`src/rtl/tlbx_pkg.sv`:
```
package tlbx_pkg;

    localparam int VA_W      = 32;
    localparam int PA_W      = 35;
    localparam int OFF_W     = 12;
    localparam int VPN_W     = VA_W - OFF_W;
    localparam int PFN_W     = PA_W - OFF_W;
    localparam int PTE_W     = 32;
    localparam int PTE_VBIT  = 31;
    localparam int PTE_SHIFT = 2;

    typedef struct packed {
        logic             valid;
        logic [VPN_W-1:0] vpn;
        logic [PFN_W-1:0] pfn;
    } xl_entry_t;

    typedef enum logic [1:0] {
        WK_IDLE  = 2'd0,
        WK_FETCH = 2'd1,
        WK_WAIT  = 2'd2
    } walk_state_e;

    function automatic logic [VA_W-1:0] entry_addr(input logic [VA_W-1:0] base,
                                                   input logic [VPN_W-1:0] vpn);
        return base + VA_W'({vpn, {PTE_SHIFT{1'b0}}});
    endfunction

    function automatic logic pte_present(input logic [PTE_W-1:0] w);
        return w[PTE_VBIT];
    endfunction

    function automatic logic [PFN_W-1:0] pte_frame(input logic [PTE_W-1:0] w);
        return w[PFN_W-1:0];
    endfunction

endpackage

```
`src/rtl/tlbx_cam.sv`:
```
module tlbx_cam
    import tlbx_pkg::*;
#(
    parameter int N_ENT  = 8,
    parameter int SLOT_W = $clog2(N_ENT)
) (
    input  logic              clk,
    input  logic              rst,
    input  logic              flush,
    input  logic [VPN_W-1:0]  lk_vpn,
    output logic              lk_hit,
    output logic [PFN_W-1:0]  lk_pfn,
    input  logic              fill_en,
    input  logic [SLOT_W-1:0] fill_slot,
    input  logic [VPN_W-1:0]  fill_vpn,
    input  logic [PFN_W-1:0]  fill_pfn
);

    xl_entry_t        ent [N_ENT];
    logic [N_ENT-1:0] match;
    logic [N_ENT-1:0] vbits;

    always_ff @(posedge clk) begin
        for (int i = 0; i < N_ENT; i++) begin
            if (rst || flush) begin
                ent[i].valid <= 1'b0;
            end else if (fill_en && fill_slot == SLOT_W'(i)) begin
                ent[i].valid <= 1'b1;
                ent[i].vpn   <= fill_vpn;
                ent[i].pfn   <= fill_pfn;
            end
        end
    end

    for (genvar g = 0; g < N_ENT; g++) begin : g_cmp
        assign vbits[g] = ent[g].valid;
        assign match[g] = ent[g].valid && (ent[g].vpn == lk_vpn);
    end

    always_comb begin
        lk_pfn = '0;
        for (int i = 0; i < N_ENT; i++) begin
            lk_pfn = lk_pfn | (match[i] ? ent[i].pfn : '0);
        end
    end

    assign lk_hit = |match;

    // fill only on miss keeps every page in at most one entry
    a_r7_unique_match: assert property (@(posedge clk) disable iff (rst)
        $onehot0(match));

    // a flush leaves nothing valid
    a_r8_flush_clears: assert property (@(posedge clk) disable iff (rst)
        flush |=> (vbits == '0));

endmodule

```
`src/rtl/tlbx_rr.sv`:
```
module tlbx_rr #(
    parameter int N_ENT  = 8,
    parameter int SLOT_W = $clog2(N_ENT)
) (
    input  logic              clk,
    input  logic              rst,
    input  logic              flush,
    input  logic              advance,
    output logic [SLOT_W-1:0] slot
);

    localparam logic [SLOT_W-1:0] LAST = SLOT_W'(N_ENT - 1);

    always_ff @(posedge clk) begin
        if (rst || flush) begin
            slot <= '0;
        end else if (advance) begin
            slot <= (slot == LAST) ? '0 : slot + 1'b1;
        end
    end

    // flush rewinds replacement order
    a_r8_rr_rewind: assert property (@(posedge clk) disable iff (rst)
        flush |=> (slot == '0));

    // pointer moves only on a fill
    a_r7_rr_hold: assert property (@(posedge clk) disable iff (rst || flush)
        !advance |=> $stable(slot));

endmodule

```
`src/rtl/tlbx_walk.sv`:
```
module tlbx_walk
    import tlbx_pkg::*;
(
    input  logic             clk,
    input  logic             rst,
    input  logic             flush,
    input  logic [VA_W-1:0]  pt_base,
    input  logic             req_valid,
    input  logic [VPN_W-1:0] req_vpn,
    input  logic [OFF_W-1:0] req_off,
    input  logic             lk_hit,
    input  logic [PFN_W-1:0] lk_pfn,
    output logic             req_ready,
    output logic             rsp_valid,
    output logic [PA_W-1:0]  rsp_paddr,
    output logic             rsp_fault,
    output logic             mem_req,
    output logic [VA_W-1:0]  mem_addr,
    input  logic             mem_rvalid,
    input  logic [PTE_W-1:0] mem_rdata,
    output logic             fill_en,
    output logic [VPN_W-1:0] fill_vpn,
    output logic [PFN_W-1:0] fill_pfn
);

    walk_state_e      st;
    logic [VPN_W-1:0] cap_vpn;
    logic [OFF_W-1:0] cap_off;
    logic             accept;
    logic             hit_rsp;
    logic             done;
    logic             pte_ok;

    assign req_ready = (st == WK_IDLE);
    assign accept    = req_valid && req_ready;
    assign hit_rsp   = accept && lk_hit;
    assign done      = (st == WK_WAIT) && mem_rvalid;
    assign pte_ok    = pte_present(mem_rdata);

    always_ff @(posedge clk) begin
        if (rst) begin
            st      <= WK_IDLE;
            cap_vpn <= '0;
            cap_off <= '0;
        end else begin
            unique case (st)
                WK_IDLE: if (accept && !lk_hit) begin
                    st      <= WK_FETCH;
                    cap_vpn <= req_vpn;
                    cap_off <= req_off;
                end
                WK_FETCH: st <= WK_WAIT;
                WK_WAIT:  if (mem_rvalid) st <= WK_IDLE;
                default:  st <= WK_IDLE;
            endcase
        end
    end

    assign mem_req  = (st == WK_FETCH);
    assign mem_addr = entry_addr(pt_base, cap_vpn);

    always_comb begin
        rsp_valid = hit_rsp || done;
        rsp_fault = done && !pte_ok;
        if (hit_rsp) begin
            rsp_paddr = {lk_pfn, req_off};
        end else if (done && pte_ok) begin
            rsp_paddr = {pte_frame(mem_rdata), cap_off};
        end else begin
            rsp_paddr = '0;
        end
    end

    assign fill_en  = done && pte_ok && !flush;
    assign fill_vpn = cap_vpn;
    assign fill_pfn = pte_frame(mem_rdata);

    // a cached page answers in the cycle it is taken
    a_r2_hit_now: assert property (@(posedge clk) disable iff (rst)
        (req_valid && req_ready && lk_hit) |-> (rsp_valid && !rsp_fault && !mem_req));

    // a table read follows a missed request
    a_r3_read_after_miss: assert property (@(posedge clk) disable iff (rst)
        mem_req |-> $past(req_valid && req_ready && !lk_hit));

    // the read request is a single pulse
    a_r3_one_pulse: assert property (@(posedge clk) disable iff (rst)
        mem_req |=> !mem_req);

    // no new request is taken while a read is issued
    a_r4_busy: assert property (@(posedge clk) disable iff (rst)
        mem_req |-> !req_ready);

    // a faulting response carries no address
    a_r6_fault_zero: assert property (@(posedge clk) disable iff (rst)
        rsp_fault |-> (rsp_valid && rsp_paddr == '0));

    // a fill coincides with a good response
    a_r5_fill_rsp: assert property (@(posedge clk) disable iff (rst)
        fill_en |-> (rsp_valid && !rsp_fault));

endmodule

```
`src/rtl/tlb_xlate.sv`:
```
module tlb_xlate
    import tlbx_pkg::*;
#(
    parameter int N_ENT = 8
) (
    input  logic             clk,
    input  logic             rst,
    input  logic             flush,
    input  logic [31:0]      pt_base,
    input  logic             req_valid,
    output logic             req_ready,
    input  logic [31:0]      req_vaddr,
    output logic             rsp_valid,
    output logic [34:0]      rsp_paddr,
    output logic             rsp_fault,
    output logic             mem_req,
    output logic [31:0]      mem_addr,
    input  logic             mem_rvalid,
    input  logic [31:0]      mem_rdata
);

    localparam int SLOT_W = $clog2(N_ENT);

    logic              lk_hit;
    logic [PFN_W-1:0]  lk_pfn;
    logic              fill_en;
    logic [VPN_W-1:0]  fill_vpn;
    logic [PFN_W-1:0]  fill_pfn;
    logic [SLOT_W-1:0] fill_slot;
    logic [VPN_W-1:0]  req_vpn;
    logic [OFF_W-1:0]  req_off;

    assign req_vpn = req_vaddr[VA_W-1:OFF_W];
    assign req_off = req_vaddr[OFF_W-1:0];

    tlbx_cam #(.N_ENT(N_ENT), .SLOT_W(SLOT_W)) u_cam (
        .clk       (clk),
        .rst       (rst),
        .flush     (flush),
        .lk_vpn    (req_vpn),
        .lk_hit    (lk_hit),
        .lk_pfn    (lk_pfn),
        .fill_en   (fill_en),
        .fill_slot (fill_slot),
        .fill_vpn  (fill_vpn),
        .fill_pfn  (fill_pfn)
    );

    tlbx_rr #(.N_ENT(N_ENT), .SLOT_W(SLOT_W)) u_rr (
        .clk     (clk),
        .rst     (rst),
        .flush   (flush),
        .advance (fill_en),
        .slot    (fill_slot)
    );

    tlbx_walk u_walk (
        .clk        (clk),
        .rst        (rst),
        .flush      (flush),
        .pt_base    (pt_base),
        .req_valid  (req_valid),
        .req_vpn    (req_vpn),
        .req_off    (req_off),
        .lk_hit     (lk_hit),
        .lk_pfn     (lk_pfn),
        .req_ready  (req_ready),
        .rsp_valid  (rsp_valid),
        .rsp_paddr  (rsp_paddr),
        .rsp_fault  (rsp_fault),
        .mem_req    (mem_req),
        .mem_addr   (mem_addr),
        .mem_rvalid (mem_rvalid),
        .mem_rdata  (mem_rdata),
        .fill_en    (fill_en),
        .fill_vpn   (fill_vpn),
        .fill_pfn   (fill_pfn)
    );

    // responses only come from a taken request or a walk in progress
    a_r9_no_stray_rsp: assert property (@(posedge clk) disable iff (rst)
        (rsp_valid && !req_ready) |-> mem_rvalid);

endmodule

```
`config.mk`:
```
export PLATFORM = sky130hd
export DESIGN_NAME = tlb_xlate
export DESIGN_NICKNAME = d
export VERILOG_FILES = /design/src/rtl/tlbx_pkg.sv /design/src/rtl/tlbx_cam.sv /design/src/rtl/tlbx_rr.sv /design/src/rtl/tlbx_walk.sv /design/src/rtl/tlb_xlate.sv
export SDC_FILE = /design/constraint.sdc
export NUM_CORES = 1
export LEC_CHECK = 0
export ABC_AREA = 0
export CORE_ASPECT_RATIO = 1.4
export CORE_MARGIN = 2
export CORE_UTILIZATION = 50
export CTS_BUF_LIST = sky130_fd_sc_hd__clkbuf_8
export DETAILED_ROUTE_END_ITERATION = 12
export HOLD_SLACK_MARGIN = 0.15
export PLACE_DENSITY_LB_ADDON = 0.3
export RECOVER_POWER = 25
export SLEW_MARGIN = 20
export SYNTH_ARGS = -nofsm -noshare
export SYNTH_HDL_FRONTEND = slang
export SYNTH_SLANG_ARGS = --single-unit
```
`constraint.sdc`:
```
create_clock -name clk -period 8.4 [get_ports clk]
set_input_delay 0.84 -clock clk [delete_from_list [all_inputs] [get_ports clk]]
set_output_delay 0.84 -clock clk [all_outputs]
set_load 0.02 [all_outputs]
```
==> flow_metrics.tcl <==
set metrics [dict create \
    area_delta_synth_final_pct 17.5 \
    p_int_w 0.00302 \
    clock_sinks 389 \
    antenna_found_initial 1 \
    power.switching_w 0.000912 \
    synth.distinct_cells 58 \
    route.met2.wl_um 23100 \
    stdcell_area_um2 20400 \
    dr_wl_met3_um 2640 \
    h-tree-depth 2 \
    pwr_density_cell_nw_per_um2 193 \
    antenna_left 0 \
    cp.arrival_ns 5.75 \
    cts_made_buffers 54 \
    ys_seq_elements 389 \
    vias_per_cell 5.86 \
    portBuffers 159 \
    post_cts_buffers 0 \
    synth_edf_count 351 \
    ioPinCount 172 \
    grt_max_degree 70 \
    endpoint_kind "primary output" \
    synth_area_per_cell_um2 13.8 \
    switching_share_pct 23.2 \
    ys_top_cells_by_area "edfxtp_1, xnor2_1, dfxtp_1, nand3_1, a22o_1" \
    synth_cells 1260 \
    synth.top_cell.area_share_pct 60.8 \
    postLayoutCoreUtil_pct 59.7 \
    seq_area_frac_synth_pct 65.1 \
    skew_ns 0.0163 \
    firstDrtPassIters 5 \
    grt_pass1_wl_um 65400 \
    dieHeight_um 224 \
    top_layer "met4" \
    placed_area_um2 19300 \
    synth_top_area_cell "edfxtp_1" \
    nNetsFinal 1560 \
    async_flop_share_pct 0 \
    vias 11300 \
    seqPwrFrac_pct 54.7 \
    wire_per_inst_um 22.7 \
    min_period_over_period_pct 78.4 \
    first_global_vias 11300 \
    min_period_ns 6.59 \
    worst_setup_path_start_kind "input pin" \
    place_congestion 0.859 \
    cts_hold_buf 0 \
    first_iter_violations 911 \
    cts_repair_resize_count 0 \
    timing.max_cap.violations 0 \
    pwr-share-clk_pct 36.4 \
    min_path_type "register to register" \
    ir_worst_vdd_v 0.000112 \
    root_buffer "clkbuf_8" \
    worst_pin_slew_ns 1.09 \
    tns_ns 0 \
    setup_violations 0 \
    hold_depth 2 \
    clock_path_buffers 3 \
    initial_core_util_pct 50.8 \
    drc 0 \
    finalWirelength_um 43700 \
    share_comb_of_total_power_pct 8.9 \
    hold_violations 0 \
    required_ns 7.56 \
    drv_slew 0 \
    yosysWarnings 0 \
    die_area_um2 36200 \
    grt.overflow.total 0 \
    hpwl_um 27600 \
    status "finished, final reports clean" \
    ys.flop_type "edfxtp_1" \
    clkLatencyLatePin_ns 0.60 \
    crit_type "input pin to primary output" \
    drive_above_1_share_pct 8.35 \
    syn_nets 1388 \
    row_count 80 \
    core_um2 34100 \
    rsz0062_at_grt "no" \
    worst-path-max-fanout 19 \
    netlist_area_um2 17300 \
    r2r_cells 8 \
    maxSlewHeadroom_pct 26.9 \
    cts.clk_slew.worst_paths_ns 0.07 \
    fmax_mhz 152 \
    wl_met1_um 16500 \
    yosysMostFrequentCell "edfxtp_1" \
    groute.usage.overall_pct 24.0 \
    p_leak_nw 6.94 \
    ys_top_cells_by_count "edfxtp_1, xnor2_1, nand3_1, nand2b_1, a22o_1" \
    die_w_um 161 \
    cts_tree "built" \
]
-- sequential cells by signal, indices dropped and copies added, names as in the netlist --
name,count
u_walk.cap_off,12
u_cam.ent,352
u_walk.st,2
u_rr.slot,3
u_walk.fill_vpn,20
-- layout by cell type (no fill, tap or decap), types with 6 or more instances in the layout --
cell type	n
o21ai_1	8
nand4_1	42
nor4_2	7
xnor2_1	135
a22oi_1	14
ha_1	26
clkbuf_8	59
and3_1	32
clkinv_2	12
edfxtp_1	351
nor3_1	23
a21oi_1	15
buf_4	22
nand2b_1	66
mux2i_1	33
o21ai_0	25
dfxtp_1	38
nand2_1	45
a211oi_1	8
and3_2	8
nand3_1	92
a22o_1	51
xor2_1	43
inv_1	37
nor4_1	16
dlygate4sd3_1	8
a2111oi_0	8
nor2_1	25
clkinv_1	6
clkdlybuf4s50_1	150
-- path summary, 6_finish.rpt --
kind,from,slack [ns],end
min,u_walk.cap_off[5],0.48,u_walk.cap_off[5]
min reg2reg,u_walk.cap_off[5],0.48,u_walk.cap_off[5]
max,req_vaddr[29],1.81,rsp_paddr[20]
max reg2reg,u_cam.ent[1][31],4.72,u_walk.fill_vpn[4]
-- worst max-delay path, cell delays in order --
cell and delay (ns):
clkdlybuf4s50_1 0.77, xor2_1 0.31, nor4_1 0.63, and3_1 0.75
and2_1 0.71, or4_4 0.32, o21ba_1 0.58, a22o_1 0.24
clkdlybuf4s50_1 0.60
-- per-stage QoR --
stage | worst slack [ns] | hold WS, ns | instances | power (W)
CTS | 1.78 | 0.478 | 1924 | 0.00396
floorplan | 4.15 | 0.418 | 1260 | 0.00238
global placement | 1.83 | 0.453 | 1827 | 0.00254
finish | 1.81 | 0.476 | 1925 | 0.00394
detailed placement | 1.78 | 0.456 | 1827 | 0.00254
global route | 1.57 | 0.481 | 1925 | 0.00406
-- area by class of cell --
cell class / instances / area (um^2)
fill: 2683 / 13800
sequential: 389 / 11300
multi-input combinational: 782 / 5620
timing repair buffer: 183 / 1760
clock buffer: 59 / 812
tap: 451 / 564
clock inverter: 38 / 244
inverter: 22 / 82.6
antenna: 1 / 2.50
-- power by group through the flow --
stage,clock [W],sequential [W],combinational (W)
3_3_place_gp,0,0.00220,0.000343
5_1_grt,0.00153,0.00216,0.000376
4_1_cts,0.00146,0.00215,0.000351
3_5_place_dp,0,0.00220,0.000348
6_report,0.00143,0.00215,0.000349
2_1_floorplan,0,0.00218,0.000205
-- metal layers --
| layer | global-route usage (%) | vias to the layer above |
|---|---|---|
| li1 | - | 5098 |
| met4 | 9.74 | 0 |
| met3 | 2.84 | 92 |
| met5 | 0 | - |
| met2 | 44.5 | 479 |
| met1 | 28.0 | 5619 |
-- cells by family after synthesis --
| group | count (synthesis) | share of synthesized area [%] |
|---|---|---|
| and+or+nand+nor | 379 | 12.2 |
| muxes | 33 | 1.90 |
| adders and majority gates | 27 | 1.99 |
| DFF | 389 | 65.1 |
| buffers and inverters | 89 | 2.79 |
| xor gates and xnor gates | 178 | 8.99 |
| AOI/OAI and AO/OA | 165 | 7.02 |
Power figures use the tool's default switching activity.
